## config.mk

```make
export PLATFORM = sky130hd
export DESIGN_NAME = rect_xfer_engine
export DESIGN_NICKNAME = d
export VERILOG_FILES = /design/src/rtl/rect_xfer_pkg.sv /design/src/rtl/rect_decode.sv /design/src/rtl/rect_pix_step.sv /design/src/rtl/rect_xfer_engine.sv
export SDC_FILE = /design/constraint.sdc
export NUM_CORES = 1
export LEC_CHECK = 0
export ABC_CLOCK_PERIOD_IN_PS = 8000
export BUFFER_PORTS_ARGS = -buffer_cell sky130_fd_sc_hd__buf_2
export CAP_MARGIN = 25
export CORE_UTILIZATION = 53
export CTS_CLUSTER_SIZE = 30
export DETAILED_ROUTE_END_ITERATION = 10
export GPL_TIMING_DRIVEN = 1
export HOLD_SLACK_MARGIN = 0.15
export PLACE_DENSITY = 0.81
export SLEW_MARGIN = 5
export SYNTH_ARGS = -nofsm -noshare
export SYNTH_HDL_FRONTEND = slang
export SYNTH_HIERARCHICAL = 1
export SYNTH_SLANG_ARGS = --single-unit
```

## constraint.sdc

```tcl
create_clock -name clk_i -period 8 [get_ports clk_i]
set_input_delay 1.2 -clock clk_i [delete_from_list [all_inputs] [get_ports clk_i]]
set_output_delay 1.2 -clock clk_i [all_outputs]
set_load 0.05 [all_outputs]
```

## src/rtl/rect_xfer_pkg.sv

```systemverilog
package rect_xfer_pkg;
  localparam int unsigned FB_XW    = 10;  // log2 of frame buffer columns
  localparam int unsigned FB_YW    = 9;   // log2 of frame buffer rows
  localparam int unsigned PIX_W    = 16;
  localparam int unsigned CMD_W    = 32;
  localparam int unsigned FLD_HI   = 16;  // lsb of the upper field in pos/size
  typedef enum logic {DIR_UPLOAD = 1'b0, DIR_DOWNLOAD = 1'b1} xfer_dir_e;
endpackage

```

## src/rtl/rect_decode.sv

```systemverilog
module rect_decode #(
  parameter int unsigned XW  = rect_xfer_pkg::FB_XW,
  parameter int unsigned YW  = rect_xfer_pkg::FB_YW,
  parameter int unsigned CW  = rect_xfer_pkg::CMD_W,
  parameter int unsigned HI  = rect_xfer_pkg::FLD_HI
) (
  input  logic [CW-1:0] pos_i,
  input  logic [CW-1:0] size_i,
  output logic [XW-1:0] x_o,
  output logic [YW-1:0] y_o,
  output logic [XW:0]   w_o,
  output logic [YW:0]   h_o
);
  logic [XW-1:0] w_m1;
  logic [YW-1:0] h_m1;
  logic          unused_bits;

  assign x_o  = pos_i[XW-1:0];
  assign y_o  = pos_i[HI +: YW];
  // minus one then plus one: a zero field means full span
  assign w_m1 = size_i[XW-1:0] - 1'b1;
  assign h_m1 = size_i[HI +: YW] - 1'b1;
  assign w_o  = {1'b0, w_m1} + 1'b1;
  assign h_o  = {1'b0, h_m1} + 1'b1;

  assign unused_bits = ^{pos_i[CW-1:HI+YW], pos_i[HI-1:XW],
                         size_i[CW-1:HI+YW], size_i[HI-1:XW]};
endmodule

```

## src/rtl/rect_pix_step.sv

```systemverilog
module rect_pix_step #(
  parameter int unsigned XW = rect_xfer_pkg::FB_XW,
  parameter int unsigned YW = rect_xfer_pkg::FB_YW,
  localparam int unsigned AW = XW + YW
) (
  input  logic [XW-1:0] base_x_i,
  input  logic [XW:0]   width_i,
  input  logic [XW-1:0] col_i,
  input  logic [YW-1:0] row_i,
  input  logic [YW:0]   left_i,
  output logic          live_o,
  output logic [AW-1:0] addr_o,
  output logic [XW-1:0] col_o,
  output logic [YW-1:0] row_o,
  output logic [YW:0]   left_o
);
  logic [XW-1:0] col_abs;
  logic [XW:0]   col_nxt;

  assign live_o  = (left_i != '0);
  assign col_abs = base_x_i + col_i;      // wraps at buffer width
  assign addr_o  = {row_i, col_abs};      // row * 2**XW + column
  assign col_nxt = {1'b0, col_i} + 1'b1;

  always_comb begin
    col_o  = col_i;
    row_o  = row_i;
    left_o = left_i;
    if (live_o) begin
      if (col_nxt >= width_i) begin
        col_o  = '0;
        row_o  = row_i + 1'b1;            // wraps at buffer height
        left_o = left_i - 1'b1;
      end else begin
        col_o  = col_nxt[XW-1:0];
      end
    end
  end
endmodule

```

## src/rtl/rect_xfer_engine.sv

```systemverilog
module rect_xfer_engine #(
  parameter int unsigned PPW = 2,
  parameter int unsigned XW  = rect_xfer_pkg::FB_XW,
  parameter int unsigned YW  = rect_xfer_pkg::FB_YW,
  parameter int unsigned PW  = rect_xfer_pkg::PIX_W,
  parameter int unsigned CW  = rect_xfer_pkg::CMD_W,
  localparam int unsigned AW = XW + YW,
  localparam int unsigned DW = PW * PPW
) (
  input  logic              clk_i,
  input  logic              rst_ni,
  input  logic              abort_i,
  input  logic              start_i,
  input  logic              start_rd_i,
  input  logic [CW-1:0]     pos_i,
  input  logic [CW-1:0]     size_i,
  input  logic              wr_valid_i,
  input  logic [DW-1:0]     wr_data_i,
  input  logic              rd_req_i,
  output logic              rd_valid_o,
  output logic [DW-1:0]     rd_data_o,
  output logic [PPW-1:0]    mem_we_o,
  output logic [PPW*AW-1:0] mem_addr_o,
  output logic [DW-1:0]     mem_wdata_o,
  input  logic [DW-1:0]     mem_rdata_i,
  output logic              busy_o,
  output logic              img_ready_o,
  output logic              done_o,
  output logic [XW-1:0]     done_x_o,
  output logic [YW-1:0]     done_y_o,
  output logic [XW:0]       done_w_o,
  output logic [YW:0]       done_h_o
);
  import rect_xfer_pkg::*;

  logic [XW-1:0] dec_x;
  logic [YW-1:0] dec_y;
  logic [XW:0]   dec_w;
  logic [YW:0]   dec_h;

  xfer_dir_e     dir_q;
  logic          busy_q, rdy_q, done_q, rd_valid_q;
  logic [PPW-1:0] rd_lane_q;
  logic [XW-1:0] x0_q;
  logic [YW-1:0] y0_q;
  logic [XW:0]   w_q;
  logic [YW:0]   h_q;
  logic [XW-1:0] col_q;
  logic [YW-1:0] row_q;
  logic [YW:0]   left_q;

  logic [XW-1:0] col_c  [PPW+1];
  logic [YW-1:0] row_c  [PPW+1];
  logic [YW:0]   left_c [PPW+1];
  logic [PPW-1:0] live;
  logic          fire, last;

  rect_decode #(.XW(XW), .YW(YW), .CW(CW), .HI(FLD_HI)) u_decode (
    .pos_i (pos_i), .size_i(size_i),
    .x_o   (dec_x), .y_o   (dec_y), .w_o(dec_w), .h_o(dec_h)
  );

  assign fire = busy_q & ((dir_q == DIR_DOWNLOAD) ? rd_req_i : wr_valid_i);

  assign col_c[0]  = col_q;
  assign row_c[0]  = row_q;
  assign left_c[0] = left_q;

  for (genvar k = 0; k < PPW; k++) begin : g_lane
    logic [AW-1:0] lane_addr;
    rect_pix_step #(.XW(XW), .YW(YW)) u_step (
      .base_x_i(x0_q),        .width_i(w_q),
      .col_i   (col_c[k]),    .row_i  (row_c[k]),    .left_i(left_c[k]),
      .live_o  (live[k]),     .addr_o (lane_addr),
      .col_o   (col_c[k+1]),  .row_o  (row_c[k+1]),  .left_o(left_c[k+1])
    );
    assign mem_addr_o[k*AW +: AW]  = lane_addr;
    assign mem_we_o[k]             = fire & (dir_q == DIR_UPLOAD) & live[k];
    assign mem_wdata_o[k*PW +: PW] = wr_data_i[k*PW +: PW];
    assign rd_data_o[k*PW +: PW]   = rd_lane_q[k] ? mem_rdata_i[k*PW +: PW] : '0;
  end

  assign last = (left_c[PPW] == '0);

  always_ff @(posedge clk_i or negedge rst_ni) begin
    if (!rst_ni) begin
      dir_q      <= DIR_UPLOAD;
      busy_q     <= 1'b0;
      rdy_q      <= 1'b0;
      done_q     <= 1'b0;
      rd_valid_q <= 1'b0;
      rd_lane_q  <= '0;
      x0_q       <= '0;
      y0_q       <= '0;
      w_q        <= '0;
      h_q        <= '0;
      col_q      <= '0;
      row_q      <= '0;
      left_q     <= '0;
    end else begin
      done_q     <= 1'b0;
      rd_valid_q <= 1'b0;
      rd_lane_q  <= '0;
      if (abort_i) begin
        busy_q <= 1'b0;
        rdy_q  <= 1'b0;
      end else if (start_i) begin
        dir_q  <= start_rd_i ? DIR_DOWNLOAD : DIR_UPLOAD;
        busy_q <= 1'b1;
        rdy_q  <= start_rd_i;
        x0_q   <= dec_x;
        y0_q   <= dec_y;
        w_q    <= dec_w;
        h_q    <= dec_h;
        col_q  <= '0;
        row_q  <= dec_y;
        left_q <= dec_h;
      end else if (fire) begin
        col_q  <= col_c[PPW];
        row_q  <= row_c[PPW];
        left_q <= left_c[PPW];
        if (dir_q == DIR_DOWNLOAD) begin
          rd_valid_q <= 1'b1;
          rd_lane_q  <= live;
        end
        if (last) begin
          busy_q <= 1'b0;
          rdy_q  <= 1'b0;
          done_q <= (dir_q == DIR_UPLOAD);
        end
      end
    end
  end

  assign busy_o      = busy_q;
  assign img_ready_o = rdy_q;
  assign rd_valid_o  = rd_valid_q;
  assign done_o      = done_q;
  assign done_x_o    = x0_q;
  assign done_y_o    = y0_q;
  assign done_w_o    = w_q;
  assign done_h_o    = h_q;


  rdy_implies_busy_chk: assert property (@(posedge clk_i) disable iff (!rst_ni)
    img_ready_o |-> busy_o);

  rd_data_after_ready_chk: assert property (@(posedge clk_i) disable iff (!rst_ni)
    rd_valid_o |-> $past(img_ready_o));

  done_ends_busy_chk: assert property (@(posedge clk_i) disable iff (!rst_ni)
    done_o |-> (!busy_o && $past(busy_o)));

  abort_clears_chk: assert property (@(posedge clk_i) disable iff (!rst_ni)
    abort_i |=> (!busy_o && !img_ready_o && !done_o));

  offset_in_row_chk: assert property (@(posedge clk_i) disable iff (!rst_ni)
    busy_o |-> ({1'b0, col_q} < w_q));
endmodule

```

==> results of run 1 <==
## metal layers
layer,wire [um],global-route usage (%)
met5,0,0
met4,790,14.88
met3,1618,5.357
met2,9990,43.23
met1,9328,36.22
## cell families after synthesis
kind of cell | after synthesis
DFF | 76
and+or+nand+nor | 348
AOI/OAI and AO/OA | 135
xor gates and xnor gates | 87
adders and majority gates | 52
muxes | 54
buffers and inverters | 161
## critical path, stage by stage (launching register included)
cell      delay, ps
dfrtp_1         540
and3_1          250
nand3_1         200
nor3_1          250
xor2_1          250
ha_1            280
nor2b_1         130
o21ai_0         220
o211a_1         620
nor2_1          250
xnor2_1         220
inv_1           120
ha_1            200
nand3b_1        200
nor3_4          630
inv_1           480
and3_1          330
buf_2           210
## cell usage after synthesis, types with 4 or more instances
cell | instances | area share [%]
xor2_1 | 45 | 5.0
buf_6 | 10 | 1.4
and2_1 | 34 | 2.7
nor4b_1 | 4 | 0.44
mux2_2 | 7 | 1.0
o221ai_2 | 11 | 2.1
a22o_1 | 4 | 0.44
o21ai_0 | 26 | 1.6
xnor2_1 | 42 | 4.7
ha_1 | 50 | 7.9
o211ai_1 | 5 | 0.47
and3_1 | 11 | 0.87
buf_2 | 12 | 0.76
or4_1 | 6 | 0.57
nand4_1 | 29 | 2.3
a22oi_1 | 20 | 1.9
clkbuf_1 | 16 | 0.76
o21bai_1 | 4 | 0.38
mux2_1 | 41 | 5.8
inv_1 | 47 | 2.2
buf_4 | 74 | 7.0
nor2b_1 | 12 | 0.95
nor3b_1 | 6 | 0.57
nor4_1 | 14 | 1.1
nand3_1 | 33 | 2.1
nand2b_1 | 48 | 3.8
dfrtp_1 | 76 | 24
nor2_1 | 41 | 1.9
nand3b_1 | 23 | 2.2
or3_1 | 4 | 0.32
a21oi_1 | 38 | 2.4
nand2_1 | 51 | 2.4
nor3_1 | 16 | 1.0
mux2i_1 | 5 | 0.63
## power groups by stage
stage	clock [uW]	sequential (uW)	combinational, uW
finish	400	520	893
CTS	404	518	892
detailed placement	0	525	890
global placement	0	522	871
global route	426	530	965
floorplan	0	623	660
## state kept, by name (all words and copies together) (netlist names), 2 cells and up
name,cells
done_y_o,9
done_h_o,10
done_w_o,11
done_x_o,10
rd_lane_q,2
row_q,9
left_q,10
col_q,10
## metrics by stage
step	worst slack, ps	power, uW	area (um2)	hold WS [ps]
floorplan	2206	1284	7910	523.3
global placement	1383	1393	8338	462.4
detailed placement	1225	1414	8338	472.2
CTS	1156	1815	8627	484.5
global route	502.5	1921	8652	510.9
finish	1077	1813	8652	476.0
## cells in the final DEF (no fill, tap or decap), drive strengths merged, types with 23 or more instances in the layout
cell / count
buf: 196
dfrtp: 76
nand2: 51
ha: 50
mux2: 49
nand2b: 48
inv: 47
xor2: 45
xnor2: 42
nor2: 41
a21oi: 40
and2: 35
nand3: 34
nand4: 29
o21ai: 26
nand3b: 23
## final cells by class
type | instances | area share [%]
Antenna cell | 2 | 0.05785
Clock buffer | 12 | 3.080
Clock inverter | 4 | 0.2603
Inverter | 47 | 2.039
Multi-Input combinational cell | 676 | 58.29
Sequential cell | 76 | 21.98
Tap cell | 184 | 2.661
Timing Repair Buffer | 196 | 11.63
## path summary, 6_finish.rpt
kind                                  start          end  cells after the start
worst min-delay path            done_y_o[8]  done_y_o[8]                      1
worst min register to register  done_y_o[8]  done_y_o[8]                      1
max in group asynchronous            rst_ni  done_x_o[5]                      2
worst max-delay path               col_q[2]  mem_we_o[1]                     17
min in group asynchronous            rst_ni  done_h_o[0]                      1
worst max register to register     col_q[2]  img_ready_o                     22
==> flow_metrics.tcl, run 1 <==
set metrics [dict create \
    syn_nets 1100 \
    post_synth.cell_area_avg_um2 8.664 \
    post_cts_resized 0 \
    nNetsFinal 1193 \
    drive_gt1_share_pct 24.43 \
    synthFlopType "dfrtp_1" \
    pwr-share-clk_pct 22.1 \
    row_count 44 \
    maxCapViolations 0 \
    synth_edf_count 0 \
    cts_tree "done" \
    fin_cells 1197 \
    final_hold_viol_count 0 \
    grt_pass1_wl_um 32980 \
    postCtsSetupBuffers 0 \
    grt_max_degree 77 \
    p_sw_uw 870.1 \
    worstPathArrival_ps 5720 \
    vias 6979 \
    synth_mux_area_share_pct 7.656 \
    cp-start-kind "register" \
    firstDrtPassIters 5 \
    yosys.area_share.simple_pct 25.62 \
    synth_xor_area_share_pct 9.633 \
    async_flop_share_pct 100.0 \
    p_sw_share_pct 48.00 \
    setup_viol 0 \
    place_inst 1178 \
    clk_pin_slew_ps 60 \
    h-tree-depth 3 \
    finalSetupTns_ps 0 \
    die_w_um 124.2 \
    worstSetupPathType "reg2out" \
    drt_wl_total_um 21730 \
    period_share_pct 86.54 \
    status "complete, no violations" \
    seqPwrFrac_pct 28.7 \
    clockBufferDepth 2 \
    synth_area_mm2 0.007910 \
    utilization_pct 59.53 \
    dieHeight_um 124.2 \
    worst_slew_pin_slew_ps 769.1 \
    reg2reg_slack_ps 1090 \
    tritoncts.num_buffers 9 \
    p_leak_uw 0.004024 \
    worstPathMaxFanout 19 \
    max_freq_mhz 144.4 \
    multi_input_area_mm2 0.005044 \
    hold_path_class "reg2reg" \
    rsz0062_at_grt "no" \
    pwr-share-comb_pct 49.3 \
    synth_top_family_by_area "simple AND/OR/NAND/NOR gates" \
    min_period_ps 6923 \
    yosysSeqAreaShare_pct 24.04 \
    ctsRootBufferMaster "clkbuf_16" \
    skew_ps 9.432 \
    ys_types 65 \
    synth-seq-cells 76 \
    portBuffers 192 \
    cp-end-kind "primary output" \
    ir_drop_v 0.0001133 \
    postRouteAntennaNets 0 \
    grt_pass1_vias 6321 \
    viasPerCell 5.830 \
    drt_iter0_drc 450 \
    coreArea_mm2 0.01453 \
    area.sequential_mm2 0.001902 \
    synth_compound_area_share_pct 12.34 \
    start_util_pct 54.42 \
    ios 283 \
    antenna_found_initial 2 \
    cts_sinks 76 \
    maxSlewHeadroom_pct 48.50 \
    clock_latency_ps 350 \
    cts.hold.buffers_added 0 \
    fillers 1328 \
    syn2layout_area_growth_pct 9.380 \
    p_int_uw 942.6 \
    grtUsageTotal_pct 27.79 \
    slew_viol_final 0 \
    fp.dieArea_mm2 0.01542 \
    required_ps 6800 \
    power_density_mw_per_mm2 209.5 \
    wire_per_inst_um 18.15 \
    yosys_warnings 6 \
    overflow 0 \
    syn_inst 913 \
    dp_hpwl_um 16410 \
    gp_congestion 0.9089 \
    synth-adder-area-share_pct 8.415 \
    drc 0 \
]
(Power assumes the default switching activity.)
==> inputs of run 2 (changes only) <==
--- a/config.mk
+++ b/config.mk
@@ -7,6 +7,6 @@
 export LEC_CHECK = 0
-export ABC_CLOCK_PERIOD_IN_PS = 8000
+export ABC_CLOCK_PERIOD_IN_PS = 7160
 export BUFFER_PORTS_ARGS = -buffer_cell sky130_fd_sc_hd__buf_2
 export CAP_MARGIN = 25
-export CORE_UTILIZATION = 53
+export CORE_UTILIZATION = 52
 export CTS_CLUSTER_SIZE = 30
@@ -15,3 +15,3 @@
 export HOLD_SLACK_MARGIN = 0.15
-export PLACE_DENSITY = 0.81
+export PLACE_DENSITY = 0.8
 export SLEW_MARGIN = 5
==> constraint.sdc (replaced) <==
create_clock -name clk_i -period 7.16 [get_ports clk_i]
set_input_delay 1.432 -clock clk_i [delete_from_list [all_inputs] [get_ports clk_i]]
set_output_delay 1.432 -clock clk_i [all_outputs]
set_load 0.05 [all_outputs]
==> run 2 against run 1 <==
The run now ends with design-rule violations left. Cell count is 0.75% higher. Clock skew is 1.7 ps lower. Non-clock buffer count is 9 higher. Clock-buffer cell count is 3 higher. Via count is 0.46% higher. Critical path type unchanged. Critical endpoint is now mem_addr_o[27].
==> flow_metrics.tcl, run 2 (synthesis results as in run 1) <==
set metrics [dict create \
    ios 283 \
    firstDrtPassIters 8 \
    fp.dieArea_mm2 0.01571 \
    period_share_pct 92.10 \
    row_count 44 \
    vias 7011 \
    worst_slew_pin_slew_ps 827.0 \
    cts.hold.buffers_added 0 \
    antenna_found_initial 2 \
    crit_path_cell_trace "and3_1 -> nand3_1 -> nor3_1 -> xor2_1 -> ha_1 -> nor2b_1 -> o21ai_0 -> o211ai_1 -> nor2_1 -> mux2_2 -> ha_1 -> inv_1 -> fa_1 -> nand2b_1 -> a21boi_0 -> o21a_1 -> o21ai_0 -> a21oi_1 -> xnor2_1 -> buf_2" \
    fin_cells 1206 \
    worstPathArrival_ps 5160 \
    mostFrequentLayoutCells "191 x buf_2, 76 x dfrtp_1, 51 x nand2_1, 50 x ha_1, 48 x nand2b_1" \
    required_ps 5730 \
    worstSetupPathType "reg2out" \
    syn2layout_area_growth_pct 10.34 \
    p_leak_uw 0.004069 \
    viasPerCell 5.813 \
    final_area_mm2 0.008728 \
    grtUsageTotal_pct 26.67 \
    grt_max_degree 77 \
    worstPathMaxFanout 9 \
    maxSlewHeadroom_pct 44.87 \
    cts_sinks 76 \
    cpPeakStageDelay_ps 530 \
    final_hold_viol_count 0 \
    post_cts_resized 0 \
    finalSetupTns_ps 0 \
    clock_latency_ps 340 \
    overflow 0 \
    hold_path_class "reg2reg" \
    worst_path_dominant_cell_family "simple AND/OR/NAND/NOR gates" \
    area.sequential_mm2 0.001902 \
    clk_pin_slew_ps 60 \
    reg2reg_slack_ps 720 \
    wire_per_inst_um 17.63 \
    rsz0062_at_grt "no" \
    dieHeight_um 125.3 \
    cp_slowest_cell "dfrtp_1" \
    drive_gt1_share_pct 24.71 \
    ir_drop_v 0.0001875 \
    cts_tree "done" \
    power_density_mw_per_mm2 234.3 \
    cp-end-kind "primary output" \
    tritoncts.num_buffers 9 \
    coreArea_mm2 0.01470 \
    postCtsSetupBuffers 0 \
    drt_wl_total_um 21260 \
    final_common_cell "buf_2" \
    skew_ps 7.744 \
    multi_input_area_mm2 0.005044 \
    setup_viol 0 \
    cp-start-kind "register" \
    max_freq_mhz 151.7 \
    fillers 1307 \
    crit_buf_inv 2 \
    maxCapViolations 0 \
    min_period_ps 6594 \
    holdWs_ps 480.4 \
    ctsRootBufferMaster "clkbuf_16" \
    clockBufferDepth 2 \
    dp_hpwl_um 16520 \
    gp_congestion 0.9124 \
    h-tree-depth 3 \
    postRouteAntennaNets 0 \
    drc 23 \
    post_dp_cell_area_mm2 0.008398 \
    start_util_pct 53.81 \
    grt_pass1_wl_um 33080 \
    grt_pass1_vias 6261 \
    die_w_um 125.3 \
    place_inst 1186 \
    status "finished, violations left" \
    violations "design-rule violations" \
    largest_reg_flops 11 \
    portBuffers 192 \
    drt_iter0_drc 350 \
    nNetsFinal 1202 \
    slew_viol_final 0 \
]
[run 2: worst register-to-register path, stage by stage (launching register included)]
cell      delay (ps)
dfrtp_1          530
and3_1           260
nand3_1          200
nor3_1           240
xor2_1           230
ha_1             270
nor2b_1          130
o21ai_0          230
o211ai_1         240
nor2_1           220
a22o_1           330
and3_1           240
nand3_1          200
nor3_1           270
xor2_1           150
ha_1             310
and4_1           190
nand4_1          120
o211a_1          420
buf_4            260
o21ai_0          160
o31ai_1          120
nor4_1           480
nand4_1          220
a32o_1           310
[run 2: stage by stage]
stage	setup slack [ps]	total power [uW]	util (%)
floorplan	1134	1434	-
global placement	757.6	1559	57.13
detailed placement	661.2	1586	57.13
CTS	437.7	2057	59.16
global route	150.1	2156	59.38
finish	565.9	2045	59.38
[run 2: per-layer routing]
metal  wire length, um  up-vias  global-route usage (%)
li1                  -     3366                       -
met2              9782      251                   42.85
met5                 0        -                       0
met1              9526     3364                   35.35
met3              1205       30                   3.380
met4               743        0                   13.49
[run 2: layout make-up]
class	count	share of cell area, %
multi-input combinational	676	57.78
timing repair buffer	205	12.30
inverter	47	2.021
clock buffer	15	3.068
clock inverter	1	0.3440
antenna	2	0.05734
sequential	76	21.79
tap	184	2.638
[run 2: power breakdown]
part / leakage [uW] / internal (uW) / switching (uW)
Combinational: 0.00299 / 300 / 699
Sequential: 0.000933 / 495 / 85.2
Clock: 0.000144 / 290 / 175
Total: 0.00407 / 1080 / 960
[run 2: path summary, 6_finish.rpt]
path	from	end	cells after the start
setup / recovery	col_q[2]	mem_addr_o[27]	20
setup reg to reg	col_q[2]	img_ready_o	24
min in group asynchronous	rst_ni	done_w_o[2]	1
hold / removal	done_h_o[9]	done_h_o[9]	1
hold reg to reg	done_h_o[9]	done_h_o[9]	1
max in group asynchronous	rst_ni	done_o	2
==> inputs of run 3 (changes only) <==
CORE_UTILIZATION = 53   (was 52)
CTS_BUF_LIST = sky130_fd_sc_hd__clkbuf_2 sky130_fd_sc_hd__clkbuf_4 sky130_fd_sc_hd__clkbuf_8   (was default)
PLACE_DENSITY = 0.81   (was 0.8)
==> run 3 against run 2 <==
The flow now finishes without violations. Sequential share of layout area up 0.25 points. Sequential power barely moved. Clock skew rose by 10 ps. Setup slack got worse by 62 ps. Sequential cell count is the same. Routed wire length up 2.7%. Highest routed layer unchanged. Largest power group unchanged. Critical endpoint unchanged. Critical path depth did not move. Design area decreased by 1.1%.
==> flow_metrics.tcl, run 3 (synthesis results as in run 1) <==
set metrics [dict create \
    drt_wl_total_um 21840 \
    row_count 44 \
    maxCapViolations 0 \
    cts_tree "done" \
    required_ps 5730 \
    ctsRootBufferMaster "clkbuf_8" \
    maxSlewHeadroom_pct 48.70 \
    fp.dieArea_mm2 0.01542 \
    dp_hpwl_um 16540 \
    cts_sinks 76 \
    fin_cells 1204 \
    wire_per_inst_um 18.14 \
    nNetsFinal 1200 \
    max_freq_mhz 150.2 \
    grtUsageTotal_pct 27.87 \
    slew_viol_final 0 \
    power_density_mw_per_mm2 224.4 \
    worstPathArrival_ps 5220 \
    min_period_ps 6656 \
    place_inst 1184 \
    antenna_found_initial 2 \
    cp-end-kind "primary output" \
    worst_slew_pin_slew_ps 767.8 \
    worstPathMaxFanout 9 \
    min-delay-start "done_y_o[4]" \
    clk_pin_slew_ps 80 \
    h-tree-depth 3 \
    rr_endpoint "img_ready_o" \
    fillers 1336 \
    vias 7020 \
    syn2layout_area_growth_pct 9.095 \
    period_share_pct 92.96 \
    cp-start-kind "register" \
    finalSetupTns_ps 0 \
    ios 283 \
    grt_max_degree 77 \
    status "complete, no violations" \
    skew_ps 18.21 \
    gp_congestion 0.9272 \
    final_area_mm2 0.008630 \
    final_hold_viol_count 0 \
    dieHeight_um 124.2 \
    tritoncts.num_buffers 9 \
    holdWs_ps 490.0 \
    reg2reg_slack_ps 550 \
    final_common_cell "buf_2" \
    drc 0 \
    die_w_um 124.2 \
    portBuffers 192 \
    clock_latency_ps 380 \
    r2r-start "col_q[2]" \
    viasPerCell 5.831 \
    mostFrequentLayoutCells "191 x buf_2, 76 x dfrtp_1, 51 x nand2_1, 50 x ha_1, 48 x nand2b_1" \
    grt_pass1_wl_um 33040 \
    grt_pass1_vias 6380 \
    hold_depth 1 \
    p_leak_uw 0.004025 \
    ir_drop_v 0.0001318 \
    overflow 0 \
    postRouteAntennaNets 0 \
    post_dp_cell_area_mm2 0.008383 \
    firstDrtPassIters 5 \
    holdPathEnd "done_y_o[4]" \
    hold_path_class "reg2reg" \
    largest_reg_flops 11 \
    worst-r2r-cell-count 23 \
    area.sequential_mm2 0.001902 \
    start_util_pct 54.42 \
    worstSetupPathType "reg2out" \
    cts.hold.buffers_added 0 \
    rsz0062_at_grt "no" \
    clockBufferDepth 2 \
    setup_viol 0 \
    multi_input_area_mm2 0.005044 \
    coreArea_mm2 0.01453 \
    drt_iter0_drc 372 \
    drive_gt1_share_pct 24.95 \
]
run 3: how the worst max path moves through the flow:
stage             start             end  slack [ps]  cells past startpoint
2_1_floorplan  col_q[2]  mem_addr_o[28]        1130                     19
3_3_place_gp   col_q[2]     img_ready_o         650                     22
3_5_place_dp   col_q[2]     img_ready_o         530                     22
4_1_cts        col_q[2]  mem_addr_o[28]         370                     18
5_1_grt        col_q[2]  mem_addr_o[27]         100                     20
6_report       col_q[2]  mem_addr_o[27]         500                     20
run 3: report_power, final:
group | leakage [uW] | internal [uW] | total (uW) | switching (uW)
Clock | 0.000106 | 183 | 355 | 172
Combinational | 0.00299 | 300 | 1000 | 703
Sequential | 0.000933 | 494 | 578 | 84.4
Total | 0.00402 | 977 | 1940 | 960
run 3: layer usage:
metal / routed length [um] / vias up / track usage (%)
met2: 10020 / 295 / 44.23
met3: 1535 / 52 / 5.082
met1: 9534 / 3320 / 36.08
met4: 752 / 0 / 14.29
li1: - / 3353 / -
met5: 0 / - / 0
run 3: repair_timing:
item	4_1_cts	5_1_grt
setup buffers	0	1
gates resized for setup	0	1
setup endpoints to repair	0	4
run 3: stage by stage:
stage               util (%)  power [uW]  setup slack [ps]
detailed placement     57.68        1582             532.1
global route           59.38        2047             104.7
CTS                    59.10        1935             366.5
floorplan                  -        1434              1134
global placement       57.68        1558             648.4
finish                 59.38        1936             504.1
run 3: worst max-delay path, stage by stage, from the launching register on:
cell      delay, ps
dfrtp_1         530
and3_1          250
nand3_1         200
nor3_1          250
xor2_1          250
ha_1            280
nor2b_1         130
o21ai_0         220
o211ai_1        260
nor2_1          230
mux2_2          270
ha_1            200
inv_1            60
fa_1            410
nand2b_1        160
a21boi_0        220
o21a_1          190
o21ai_0         130
a21oi_1         190
xnor2_1         130
buf_2           280
run 3: layout make-up:
type / instances / share of cell area (%)
Clock buffer: 12 / 1.841
Sequential cell: 76 / 22.04
Tap cell: 184 / 2.668
Inverter: 47 / 2.044
Clock inverter: 4 / 0.5510
Antenna cell: 2 / 0.05800
Timing Repair Buffer: 203 / 12.35
Multi-Input combinational cell: 676 / 58.45
